File: config.mk
export PLATFORM = sky130hd
export DESIGN_NAME = gpio_edge_bank
export DESIGN_NICKNAME = d
export VERILOG_FILES = /design/src/rtl/gpio_edge_pkg.sv /design/src/rtl/gpio_in_sync.sv /design/src/rtl/gpio_edge_status.sv /design/src/rtl/gpio_ctrl_regs.sv /design/src/rtl/gpio_edge_bank.sv
export SDC_FILE = /design/constraint.sdc
export NUM_CORES = 1
export LEC_CHECK = 0
export CORE_ASPECT_RATIO = 0.75
export CORE_MARGIN = 2
export CORE_UTILIZATION = 55
export DETAILED_ROUTE_END_ITERATION = 7
export DONT_BUFFER_PORTS = 1
export PLACE_DENSITY_LB_ADDON = 0.15
export SYNTH_ARGS = -nofsm -noshare
export SYNTH_HDL_FRONTEND = slang
export SYNTH_SLANG_ARGS = --single-unit
export TNS_END_PERCENT = 30
File: constraint.sdc
create_clock -name clk -period 2.6 [get_ports clk]
set_input_delay 0.52 -clock clk [delete_from_list [all_inputs] [get_ports clk]]
set_output_delay 0.52 -clock clk [all_outputs]
set_load 0.01 [all_outputs]
File: src/rtl/gpio_edge_pkg.sv
package gpio_edge_pkg;
    typedef enum logic [3:0] {
        REG_LEVEL   = 4'd0,
        REG_DIR     = 4'd1,
        REG_SET     = 4'd2,
        REG_CLR     = 4'd3,
        REG_RISE    = 4'd4,
        REG_FALL    = 4'd5,
        REG_STAT    = 4'd6,
        REG_FUNC_LO = 4'd7,
        REG_FUNC_HI = 4'd8,
        REG_NONE    = 4'd15
    } reg_sel_e;

    localparam int unsigned LAST_INDEX = 8;
endpackage

File: src/rtl/gpio_in_sync.sv
module gpio_in_sync #(
    parameter int unsigned PINS = 32
) (
    input  logic            clk,
    input  logic            rst_n,
    input  logic [PINS-1:0] pin_in,
    output logic [PINS-1:0] level,
    output logic [PINS-1:0] level_q
);
    for (genvar i = 0; i < PINS; i++) begin : g_pin
        logic meta;
        logic stable;
        logic last;
        always_ff @(posedge clk or negedge rst_n) begin
            if (!rst_n) begin
                meta   <= 1'b0;
                stable <= 1'b0;
                last   <= 1'b0;
            end else begin
                meta   <= pin_in[i];
                stable <= meta;
                last   <= stable;
            end
        end
        assign level[i]   = stable;
        assign level_q[i] = last;
    end
endmodule

File: src/rtl/gpio_edge_status.sv
module gpio_edge_status #(
    parameter int unsigned PINS = 32
) (
    input  logic            clk,
    input  logic            rst_n,
    input  logic [PINS-1:0] level,
    input  logic [PINS-1:0] level_q,
    input  logic [PINS-1:0] rise_en,
    input  logic [PINS-1:0] fall_en,
    input  logic            clr_we,
    input  logic [PINS-1:0] clr_mask,
    output logic [PINS-1:0] status
);
    logic [PINS-1:0] hit;
    logic [PINS-1:0] wipe;

    always_comb begin
        hit  = (level & ~level_q & rise_en) | (~level & level_q & fall_en);
        wipe = clr_we ? clr_mask : '0;
    end

    always_ff @(posedge clk or negedge rst_n) begin
        if (!rst_n) status <= '0;
        else        status <= (status & ~wipe) | hit;
    end

    // a detected edge always leaves its bit set
    a_r10_edge_wins: assert property (@(posedge clk) disable iff (!rst_n)
        (hit != '0) |=> ((status & $past(hit)) == $past(hit)));

    // without a clear write no bit falls
    a_r9_sticky: assert property (@(posedge clk) disable iff (!rst_n)
        (!clr_we) |=> ((status & $past(status)) == $past(status)));

    // cleared bits without a concurrent edge drop
    a_r9_clear_works: assert property (@(posedge clk) disable iff (!rst_n)
        clr_we |=> ((status & $past(clr_mask & ~hit)) == '0));
endmodule

File: src/rtl/gpio_ctrl_regs.sv
module gpio_ctrl_regs
    import gpio_edge_pkg::*;
#(
    parameter int unsigned PINS = 32
) (
    input  logic            clk,
    input  logic            rst_n,
    input  logic            we,
    input  reg_sel_e        sel,
    input  logic [PINS-1:0] wdata,
    output logic [PINS-1:0] dir,
    output logic [PINS-1:0] pin_out,
    output logic [PINS-1:0] rise_en,
    output logic [PINS-1:0] fall_en,
    output logic [PINS-1:0] func_lo,
    output logic [PINS-1:0] func_hi
);
    always_ff @(posedge clk or negedge rst_n) begin
        if (!rst_n) begin
            dir     <= '0;
            pin_out <= '0;
            rise_en <= '0;
            fall_en <= '0;
            func_lo <= '0;
            func_hi <= '0;
        end else if (we) begin
            unique case (sel)
                REG_DIR:     dir     <= wdata;
                REG_SET:     pin_out <= pin_out | wdata;
                REG_CLR:     pin_out <= pin_out & ~wdata;
                REG_RISE:    rise_en <= wdata;
                REG_FALL:    fall_en <= wdata;
                REG_FUNC_LO: func_lo <= wdata;
                REG_FUNC_HI: func_hi <= wdata;
                default:     ;
            endcase
        end
    end

    a_r2_set_drives: assert property (@(posedge clk) disable iff (!rst_n)
        (we && sel == REG_SET) |=> ((pin_out & $past(wdata)) == $past(wdata)));

    a_r3_clear_drives: assert property (@(posedge clk) disable iff (!rst_n)
        (we && sel == REG_CLR) |=> ((pin_out & $past(wdata)) == '0));

    a_r4_dir_hold: assert property (@(posedge clk) disable iff (!rst_n)
        !(we && sel == REG_DIR) |=> $stable(dir));
endmodule

File: src/rtl/gpio_edge_bank.sv
module gpio_edge_bank
    import gpio_edge_pkg::*;
#(
    parameter int unsigned PINS   = 32,
    parameter int unsigned FUNC_W = 2,
    parameter int unsigned ADDR_W = 8
) (
    input  logic                   clk,
    input  logic                   rst_n,
    input  logic                   bus_valid,
    input  logic                   bus_write,
    input  logic [ADDR_W-1:0]      bus_addr,
    input  logic [PINS-1:0]        bus_wdata,
    output logic [PINS-1:0]        bus_rdata,
    input  logic [PINS-1:0]        pin_in,
    output logic [PINS-1:0]        pin_out,
    output logic [PINS-1:0]        pin_oe,
    output logic [FUNC_W*PINS-1:0] pin_func,
    output logic                   irq
);
    localparam int unsigned IDX_W = 4;
    localparam int unsigned IDX_HI = IDX_W + 1;

    reg_sel_e        sel;
    logic [IDX_W-1:0] idx;
    logic            we;
    logic [PINS-1:0] level, level_q, status;
    logic [PINS-1:0] dir, rise_en, fall_en, func_lo, func_hi;

    always_comb begin
        idx = bus_addr[IDX_HI:2];
        if (bus_addr[ADDR_W-1:IDX_HI+1] == '0 && idx <= IDX_W'(LAST_INDEX))
            sel = reg_sel_e'(idx);
        else
            sel = REG_NONE;
        we = bus_valid && bus_write;
    end

    gpio_in_sync #(.PINS(PINS)) u_sync (
        .clk     (clk),
        .rst_n   (rst_n),
        .pin_in  (pin_in),
        .level   (level),
        .level_q (level_q)
    );

    gpio_ctrl_regs #(.PINS(PINS)) u_regs (
        .clk     (clk),
        .rst_n   (rst_n),
        .we      (we),
        .sel     (sel),
        .wdata   (bus_wdata),
        .dir     (dir),
        .pin_out (pin_out),
        .rise_en (rise_en),
        .fall_en (fall_en),
        .func_lo (func_lo),
        .func_hi (func_hi)
    );

    gpio_edge_status #(.PINS(PINS)) u_edge (
        .clk      (clk),
        .rst_n    (rst_n),
        .level    (level),
        .level_q  (level_q),
        .rise_en  (rise_en),
        .fall_en  (fall_en),
        .clr_we   (we && sel == REG_STAT),
        .clr_mask (bus_wdata),
        .status   (status)
    );

    always_comb begin
        unique case (sel)
            REG_LEVEL:   bus_rdata = level;
            REG_DIR:     bus_rdata = dir;
            REG_RISE:    bus_rdata = rise_en;
            REG_FALL:    bus_rdata = fall_en;
            REG_STAT:    bus_rdata = status;
            REG_FUNC_LO: bus_rdata = func_lo;
            REG_FUNC_HI: bus_rdata = func_hi;
            default:     bus_rdata = '0;
        endcase
    end

    assign pin_oe   = dir;
    assign pin_func = {func_hi, func_lo};
    assign irq      = |status;

    // the interrupt falls only through a status-clear write
    a_r12_irq_holds: assert property (@(posedge clk) disable iff (!rst_n)
        (irq && !(we && sel == REG_STAT)) |=> irq);
endmodule

==> summary.txt, run 1 <==
Power
  – P_sw: 2.77 mW
  – Reg power frac: 50.8%
  – Clock power frac: 41.8%
  – Pleak: 7.33 nW
  – Int Pwr: 9.23 mW
  – Logic pwr share: 7.3%
  – Maximum VDD drop: 518 uV
  – Pwr Density: 761 mW/mm^2
  – Switching Share: 23.1%

GRT
  – Gr usage total: 26.6%
  – Initial antenna violation count: 1
  – First-pass GRT wire length: 55.1 mm
  – Largest net degree at the start of global routing: 321
  – Global route overflow: 0
  – Number of global-route vias before repair: 9124

Layout
  – Post-layout instance area: 0.0158 mm^2
  – Final net count: 1179
  – Share of layout cells above drive strength 1: 27.2%
  – Area Growth Syn to Fin: 13.3%

Yosys
  – Most frequent cells after synthesis: 320 x dfrtp_1, 219 x mux2_2, 129 x nand3_1
  – Post-synth ARST share: 100%
  – Synth Cell Area: 0.0139 mm^2
  – Synth top area share: 57.5%
  – Cell variety after synth: 28
  – Post-synth EDFFs: 0
  – Most common cell in the netlist: dfrtp_1
  – Synth top area cells: dfrtp_1 57%, mux2_2 18%, nand3_1 4.6%
  – Avg Inst Size Synth: 12.7 um^2
  – Synth area leader: dfrtp_1
  – Post-Synthesis Net Count: 1172
  – Top_reg_cell synth: dfrtp_1
  – Register bit total from synthesis: 320
  – Synth warnings: 0
  – Seq/Total Area, Yosys: 57.5%
  – Gate Count Post-Synth: 1096

Placement
  – Port Buffers: 0
  – DPL Wire Length: 20.5 mm
  – Pre-CTS setup slack: 0.428 ns
  – Global placer's final weighted congestion: 0.779
  – Area of placed instances: 0.0143 mm^2

STA
  – RSZ-0062 raised after global routing: no
  – Slew HR: 62.6%
  – Post-route clock skew: 0.0113 ns
  – Post-route minimum period: 2.51 ns
  – Fmax: 398 MHz
  – WHS: -0.328 ns
  – Worst Slack Setup Final: 0.0889 ns
  – Slew at the pin with the worst max-slew slack: 0.561 ns
  – Max Slew Vio Count: 0
  – Post-route clock period utilization: 96.6%
  – Sum of negative setup slack: 0 ns
  – Final hold vios: 320
  – Final Setup Violations: 0

Clocking
  – Root Buffer: clkbuf_16
  – Hold_buf cts: 32
  – Max clock buf depth: 3
  – Clock Latency Late Sink: 0.55 ns
  – Sink Count: 320
  – CTS tree: built
  – Clock-pin transition on the worst setup and hold timing paths: 0.06 ns
  – CTS Buf Count: 31
  – H-tree depth: 1

Critical path
  – Worst Path Arrival: 1.99 ns
  – CP Capture Type: primary output
  – Worst-path fanout max: 3
  – Reg-to-reg startpoint: u_sync.g_pin[11].stable$_DFF_PN0_
  – Worst Setup SP: u_edge.status[4]$_DFF_PN0_
  – Crit Path Category: flip-flop to primary output
  – Critical Path Source Type: flip-flop
  – Required time worst endpoint: 2.08 ns

Drt
  – First drt pass iteration count: 5
  – Routed Wire Length: 35.0 mm
  – Via density: 6.19
  – Drt wl/cell: 23.9 um
  – DRC viols: 0
  – DRT antenna net count: 0
  – 1st-iter DRT viols: 531
  – Met2 wire length: 15.6 mm
  – Vias: 9080
  – Top layer in use: met4
  – Post-Route M1 WL: 16.2 mm
  – Wire length on met3: 2.56 mm

Status
  – Failing checks: hold timing
  – Status: finished, violations left

Floorplan
  – Die Span Y: 142 um
  – I/O pin count: 237
  – Initial Utilization: 55.9%
  – # rows: 50
  – Die width: 188 um
  – Die area: 0.0266 mm^2
  – Core box area: 0.0249 mm^2

Flow run
  – Number of max-cap violations: 0

Min path
  – HP Class: primary input to asynchronous set/reset pin
## layer usage
layer	GRT usage, %	vias to the layer above
li1	-	4011
met1	39.1	4708
met2	39.9	315
met3	6.98	46
met4	6.13	0
met5	0	-
## registers in the layout, summed over array words and instances, names as in the netlist, named ones only
register	cells
u_regs.func_lo	32
u_regs.fall_en	32
u_regs.rise_en	32
u_sync.g_pin.meta	32
u_edge.status	32
u_sync.g_pin.stable	32
u_regs.dir	32
u_sync.g_pin.last	32
u_regs.func_hi	32
## logic make-up after synthesis
| kind of cell | after synthesis | synth area share, % |
|---|---|---|
| buffers and inverters | 108 | 3.31 |
| and+or+nand+nor | 316 | 13.3 |
| DFF | 320 | 57.5 |
| AOI/OAI and AO/OA | 64 | 2.87 |
| muxes | 288 | 23.0 |
## critical path: stages, from the launching register on
cell and delay, ns:
dfrtp_1 0.41, nor4_1 0.51, nand4_1 0.15, or2_2 0.37
## placed cells by master (no fill, tap or decap), types with 31 or more instances in the layout
cell | netlist | routed
mux2_1 | 37 | 37
inv_1 | 32 | 32
a21o_1 | 32 | 32
nand3_1 | 129 | 128
clkbuf_16 | 0 | 31
o21ai_0 | 32 | 32
mux2_2 | 219 | 219
dlygate4sd3_1 | 0 | 32
nand3b_1 | 65 | 65
nand4_1 | 67 | 67
mux2i_1 | 32 | 32
nand2_1 | 33 | 33
dfrtp_1 | 320 | 320
## power by group through the flow
stage / clock network, mW / logic (mW) / registers (mW)
3_3_place_gp: 0 / 0.812 / 6.15
3_5_place_dp: 0 / 0.834 / 6.17
4_1_cts: 5.13 / 0.884 / 6.09
2_1_floorplan: 0 / 0.769 / 5.96
6_report: 5.02 / 0.880 / 6.10
5_1_grt: 5.33 / 0.968 / 6.17
## final cells by class
cell class | count | area [um^2]
antenna | 1 | 2.50
clock buffer | 42 | 877
clock inverter | 15 | 278
fill | 1973 | 9120
inverter | 32 | 120
multi-input combinational | 668 | 5530
sequential | 320 | 8010
tap | 338 | 423
timing repair buffer | 50 | 543
## timing repair
item                                    4_1_cts  5_1_grt
hold endpoints to repair                    352      320
endpoints found under the setup margin        1        1
resized for setup                             4        1
cloned                                        0        0
setup buffers                                 0        0
## final timing paths
kind | slack, ns | cells after the start | to
hold / removal | -0.33 | 0 | u_sync.g_pin[14].meta$_DFF_PN0_
hold reg to reg | 0.35 | 0 | u_sync.g_pin[28].stable$_DFF_PN0_
max in group asynchronous | 2.44 | 0 | u_regs.dir[25]$_DFFE_PN0P_
min in group clk | 0.09 | 1 | flip-flop
setup / recovery | 0.09 | 3 | irq
setup reg to reg | 1.69 | 3 | u_edge.status[11]$_DFF_PN0_
## stage by stage
| step | std cells | power, mW | utilization [%] |
|---|---|---|---|
| 3_5_place_dp | 1376 | 7.00 | 57.3 |
| 2_1_floorplan | 1096 | 6.73 | - |
| 5_1_grt | 1466 | 12.5 | 63.4 |
| 3_3_place_gp | 1376 | 6.96 | 57.3 |
| 6_report | 1466 | 12.0 | 63.4 |
| 4_1_cts | 1465 | 12.1 | 63.4 |
No activity file was read; power rests on OpenSTA's default activity.
==> inputs of run 2 (changes only) <==
--- a/config.mk
+++ b/config.mk
@@ -6,8 +6,9 @@
 export NUM_CORES = 1
 export LEC_CHECK = 0
 export CORE_ASPECT_RATIO = 0.75
-export CORE_MARGIN = 2
+export CORE_MARGIN = 4
 export CORE_UTILIZATION = 55
+export CTS_CLUSTER_SIZE = 16
 export DETAILED_ROUTE_END_ITERATION = 7
 export DONT_BUFFER_PORTS = 1
 export PLACE_DENSITY_LB_ADDON = 0.15
==> constraint.sdc (replaced) <==
create_clock -name clk -period 2.5 [get_ports clk]
set_input_delay 0.5 -clock clk [delete_from_list [all_inputs] [get_ports clk]]
set_output_delay 0.5 -clock clk [all_outputs]
set_load 0.01 [all_outputs]
==> summary.txt, run 2 (synthesized netlist as in run 1, its figures left out) <==
Drt
  – Vias: 9089
  – Drt wl/cell: 24.2 um
  – DRC viols: 0
  – First drt pass iteration count: 4
  – Routed Wire Length: 35.7 mm
  – DRT antenna net count: 0
  – Via density: 6.17
  – 1st-iter DRT viols: 762

Floorplan
  – # rows: 50
  – I/O pin count: 237
  – Die width: 192 um
  – Core box area: 0.0250 mm^2
  – Die area: 0.0280 mm^2
  – Die Span Y: 146 um
  – Initial Utilization: 55.8%

Status
  – Status: finished, violations left
  – Failing checks: hold timing

Critical path
  – Slowest-stage cell, CP: dfrtp_1
  – CP endpoint: irq
  – Delay-heaviest family, CP: simple AND/OR/NAND/NOR gates
  – Worst Setup SP: u_edge.status[28]$_DFF_PN0_
  – R2R setup slack: 1.60 ns
  – Worst path depth: 4
  – CP peak stage delay: 0.41 ns
  – Crit path buffers/inverters: 1
  – CP Capture Type: primary output
  – R2R Path End: u_edge.status[19]$_DFF_PN0_
  – Critical Path Source Type: flip-flop
  – R2R depth: 3
  – Critical Path, Cell by Cell: nor4_2 -> buf_4 -> nand4_1 -> or2_4
  – Reg-to-reg startpoint: u_sync.g_pin[19].stable$_DFF_PN0_
  – Crit Path Category: flip-flop to primary output
  – Worst-path fanout max: 3
  – Required time worst endpoint: 2.00 ns
  – Worst Path Arrival: 1.88 ns

GRT
  – Global route overflow: 0
  – Largest net degree at the start of global routing: 321
  – First-pass GRT wire length: 55.8 mm
  – Number of global-route vias before repair: 9018
  – Initial antenna violation count: 1
  – Gr usage total: 25.2%

STA
  – Slew at the pin with the worst max-slew slack: 0.829 ns
  – Final hold vios: 320
  – Final Setup Violations: 0
  – Post-route clock skew: 0.00899 ns
  – Fmax: 421 MHz
  – Max Slew Vio Count: 0
  – WHS: -0.359 ns
  – Post-route clock period utilization: 95.1%
  – Worst Slack Setup Final: 0.123 ns
  – Post-route minimum period: 2.38 ns
  – Slew HR: 44.8%
  – RSZ-0062 raised after global routing: no
  – Sum of negative setup slack: 0 ns

Power
  – Pleak: 7.38 nW
  – Reg power frac: 51.9%
  – P_sw: 2.95 mW
  – Switching Share: 24.0%
  – Int Pwr: 9.33 mW
  – Clock power frac: 40.5%
  – Logic pwr share: 7.6%
  – Pwr Density: 775 mW/mm^2
  – Maximum VDD drop: 530 uV

Clocking
  – Root Buffer: clkbuf_16
  – CTS tree: built
  – Clock-pin transition on the worst setup and hold timing paths: 0.06 ns
  – CTS Buf Count: 31
  – Max clock buf depth: 3
  – Sink Count: 320
  – H-tree depth: 1
  – Hold_buf cts: 32
  – Clock Latency Late Sink: 0.55 ns
  – Post CTS Setup Buffer Count: 0

Layout
  – Final Non-Filler Cells: 1474
  – Area Growth Syn to Fin: 13.7%
  – Commonest cells after routing, fill and taps aside: 320 x dfrtp_1, 219 x mux2_2, 128 x nand3_1
  – Fill cell count: 1936
  – Most common library cell in the layout ignoring fill and taps: dfrtp_1
  – Final net count: 1188
  – Share of layout cells above drive strength 1: 27.9%

Placement
  – Cell count after placement: 1385
  – Pre-CTS setup slack: 0.356 ns
  – Global placer's final weighted congestion: 0.790
  – Port Buffers: 0
  – DPL Wire Length: 21.7 mm

Min path
  – HP Class: primary input to asynchronous set/reset pin

Flow run
  – Number of max-cap violations: 0
[run 2: cell types whose count changed in the layout (fill, tap and decap cells not counted), moves of 2 or more]
cell	before	now
clkbuf_1	5	3
bufinv_16	8	5
inv_6	0	2
buf_4	11	18
buf_12	7	9
nor4_4	0	2
[run 2: worst min-delay path by stage]
stage,end,slack (ns),start
after global routing,u_regs.func_hi[14]$_DFFE_PN0P_,-0.39,rst_n
final,u_regs.func_hi[13]$_DFFE_PN0P_,-0.36,rst_n
after detailed placement,u_regs.func_hi[14]$_DFFE_PN0P_,0.21,rst_n
after CTS,u_regs.func_hi[14]$_DFFE_PN0P_,-0.38,rst_n
after floorplan,asynchronous set/reset pin,0.20,rst_n
after global placement,u_regs.func_hi[14]$_DFFE_PN0P_,0.21,rst_n
[run 2: worst register-to-register path: cells and delay by family, from the launching register on]
family	cells	cell delay [ns]
flip-flops	1	0.41
AO/OA/AOI/OAI	2	0.27
AND/OR/NAND/NOR	1	0.12
[run 2: metrics by stage]
step           hold slack, ns  instance area, um^2  power [mW]  util [%]
3_5_place_dp            0.212                14400        7.30      57.6
5_1_grt                -0.389                15800        12.8      63.5
6_report               -0.359                15800        12.3      63.5
4_1_cts                -0.381                15800        12.4      63.4
2_1_floorplan           0.204                13900        7.00         -
3_3_place_gp            0.212                14400        7.26      57.6
[run 2: repair_timing]
item / in CTS / in global routing
endpoints found under the setup margin: 1 / 1
resized for setup: 7 / 2
pin swaps: 1 / 0
hold endpoints to repair: 352 / 320
[run 2: final cells by class]
type / instances / area [um^2] / share of cell area [%]
tap: 338 / 423 / 2.67
multi-input combinational: 668 / 5560 / 35.1
clock inverter: 15 / 211 / 1.33
inverter: 32 / 120 / 0.758
timing repair buffer: 59 / 636 / 4.01
sequential: 320 / 8010 / 50.5
antenna: 1 / 2.50 / 0.0158
clock buffer: 41 / 883 / 5.58
[run 2: power by group through the flow]
stage	registers (mW)	logic [mW]	clock network, mW
floorplan	6.20	0.800	0
global placement	6.40	0.854	0
detailed placement	6.42	0.879	0
CTS	6.36	0.932	5.07
global route	6.44	1.03	5.31
finish	6.38	0.930	4.97
[run 2: per-layer routing]
metal	wire length (um)	vias to the layer above	track usage [%]	share of wire [%]
met5	0	-	0	0
met4	564	0	4.41	1.6
met3	2540	42	5.80	7.1
met2	16200	267	37.6	45
met1	16400	4766	38.4	46
li1	-	4014	-	-
==> inputs of run 3 (changes only) <==
--- a/config.mk
+++ b/config.mk
@@ -7,7 +7,7 @@
 export LEC_CHECK = 0
 export CORE_ASPECT_RATIO = 0.75
 export CORE_MARGIN = 4
-export CORE_UTILIZATION = 55
+export CORE_UTILIZATION = 45
 export CTS_CLUSTER_SIZE = 16
 export DETAILED_ROUTE_END_ITERATION = 7
 export DONT_BUFFER_PORTS = 1
==> summary.txt, run 3 (synthesized netlist as in run 1, its figures left out) <==
STA
  – Sum of negative setup slack: 0 ns
  – Worst Slack Setup Final: 0.0731 ns
  – Post-route clock period utilization: 97.1%
  – Final Setup Violations: 0
  – Final hold vios: 320
  – RSZ-0062 raised after global routing: yes
  – Max Slew Vio Count: 0
  – Fmax: 412 MHz
  – Slew at the pin with the worst max-slew slack: 1.05 ns
  – Post-route minimum period: 2.43 ns
  – Slew HR: 29.8%
  – WHS: -0.371 ns
  – Post-route clock skew: 0.0184 ns

Drt
  – 1st-iter DRT viols: 780
  – Drt wl/cell: 24.7 um
  – DRT antenna net count: 0
  – Vias: 8946
  – First drt pass iteration count: 5
  – DRC viols: 0
  – Routed Wire Length: 38.0 mm
  – Via density: 5.82

Layout
  – Most common library cell in the layout ignoring fill and taps: dfrtp_1
  – Commonest cells after routing, fill and taps aside: 317 x dfrtp_1, 219 x mux2_2, 128 x nand3_1
  – Area Growth Syn to Fin: 13.4%
  – Post-layout instance area: 0.0158 mm^2
  – Final Non-Filler Cells: 1536
  – Ant diodes: 0
  – Reg area: 0.00801 mm^2
  – Post-layout util: 52.1%
  – Area of the multi-input gates: 0.00556 mm^2
  – Fill cell count: 2605
  – Share of layout cells above drive strength 1: 28.3%
  – Final net count: 1190

Critical path
  – Critical Path Source Type: flip-flop
  – Required time worst endpoint: 2.00 ns
  – Crit Path Category: flip-flop to primary output
  – Reg-to-reg startpoint: u_sync.g_pin[13].stable$_DFF_PN0_
  – Worst Path Arrival: 1.93 ns
  – CP Capture Type: primary output
  – Worst Setup SP: u_edge.status[23]$_DFF_PN0_
  – Worst-path fanout max: 3

Clocking
  – CTS Buf Count: 31
  – H-tree depth: 1
  – Hold_buf cts: 32
  – CTS tree: built
  – Root Buffer: clkbuf_16
  – Max clock buf depth: 3
  – Clock Latency Late Sink: 0.58 ns
  – Clock-pin transition on the worst setup and hold timing paths: 0.06 ns
  – Sink Count: 320

Status
  – Status: finished, violations left
  – Failing checks: hold timing

GRT
  – Largest net degree at the start of global routing: 321
  – GR Layer Usage met2: 32.5%
  – First-pass GRT wire length: 58.9 mm
  – Met1 usage in global routing: 34.1%
  – Initial antenna violation count: 0
  – GR peak layer: met1
  – Met3 GRT Util: 5.16%
  – Gr usage total: 22.2%
  – Global route overflow: 0
  – Number of global-route vias before repair: 9117

Power
  – Int Pwr: 8.96 mW
  – Switching Share: 25.0%
  – Clock power frac: 38.6%
  – Pleak: 7.33 nW
  – Maximum VDD drop: 515 uV
  – Reg power frac: 53.5%
  – Logic pwr share: 8.0%
  – Final Power: 11.9 mW
  – Pwr Density: 756 mW/mm^2
  – P_sw: 2.98 mW

Placement
  – Port Buffers: 0
  – Global placer's final weighted congestion: 0.805
  – Cell count after placement: 1446
  – DPL Wire Length: 23.3 mm
  – Area of placed instances: 0.0144 mm^2
  – Pre-CTS setup slack: 0.379 ns

Floorplan
  – Die width: 211 um
  – I/O pin count: 237
  – Die Span Y: 160 um
  – Core box area: 0.0303 mm^2
  – Initial Utilization: 45.9%
  – # rows: 55
  – Die area: 0.0339 mm^2

Flow run
  – Number of max-cap violations: 0

Min path
  – HP Class: primary input to asynchronous set/reset pin
run 3: cell count changes in the layout (fill, tap and decap cells not counted):
cell	delta
bufinv_16	-4
buf_12	-3
clkbuf_8	+1
dfrtp_1	-3
dfrtp_2	+3
diode_2	-1
clkinv_2	+5
buf_4	+5
clkinv_4	-1
inv_6	-1
run 3: timing repair:
action                                  in CTS  in global routing
cloned                                       0                  0
gates resized for setup                     12                  0
endpoints found under the setup margin       1                  1
setup buffers                                2                  0
hold endpoints to repair                   352                320
pin swaps                                    4                  0
run 3: path summary, 6_finish.rpt:
kind	to	slack (ns)	cells after the start
max in group asynchronous	asynchronous set/reset pin	2.00	0
hold reg to reg	u_sync.g_pin[29].stable$_DFF_PN0_	0.35	0
setup / recovery	irq	0.07	3
min in group clk	flip-flop	0.03	1
hold / removal	u_regs.func_hi[14]$_DFFE_PN0P_	-0.37	0
setup reg to reg	u_edge.status[13]$_DFF_PN0_	1.59	3
run 3: layout make-up:
class / instances / share of cell area, %
repair buffers: 61 / 3.88
multi-input cells: 668 / 35.2
inverters: 32 / 0.760
well taps: 399 / 3.16
clock inverters: 14 / 0.626
clock buffers: 42 / 5.68
flip-flops and latches: 320 / 50.7
run 3: worst max-delay path, cell delays in order (launching register included):
cell     delay, ns
dfrtp_1       0.44
nor4_2        0.47
nand4_1       0.14
or2_4         0.29
run 3: power groups by stage:
| stage | combinational, mW | clock, mW | sequential, mW |
|---|---|---|---|
| floorplan | 0.800 | 0 | 6.20 |
| global placement | 0.859 | 0 | 6.42 |
| detailed placement | 0.880 | 0 | 6.44 |
| CTS | 0.962 | 4.73 | 6.39 |
| global route | 1.05 | 4.93 | 6.46 |
| finish | 0.952 | 4.61 | 6.38 |
run 3: per-layer routing:
layer,part of all wire [%],up-vias
li1,-,4014
met3,6.6,50
met4,1.8,0
met2,44,246
met1,48,4636
met5,0,-
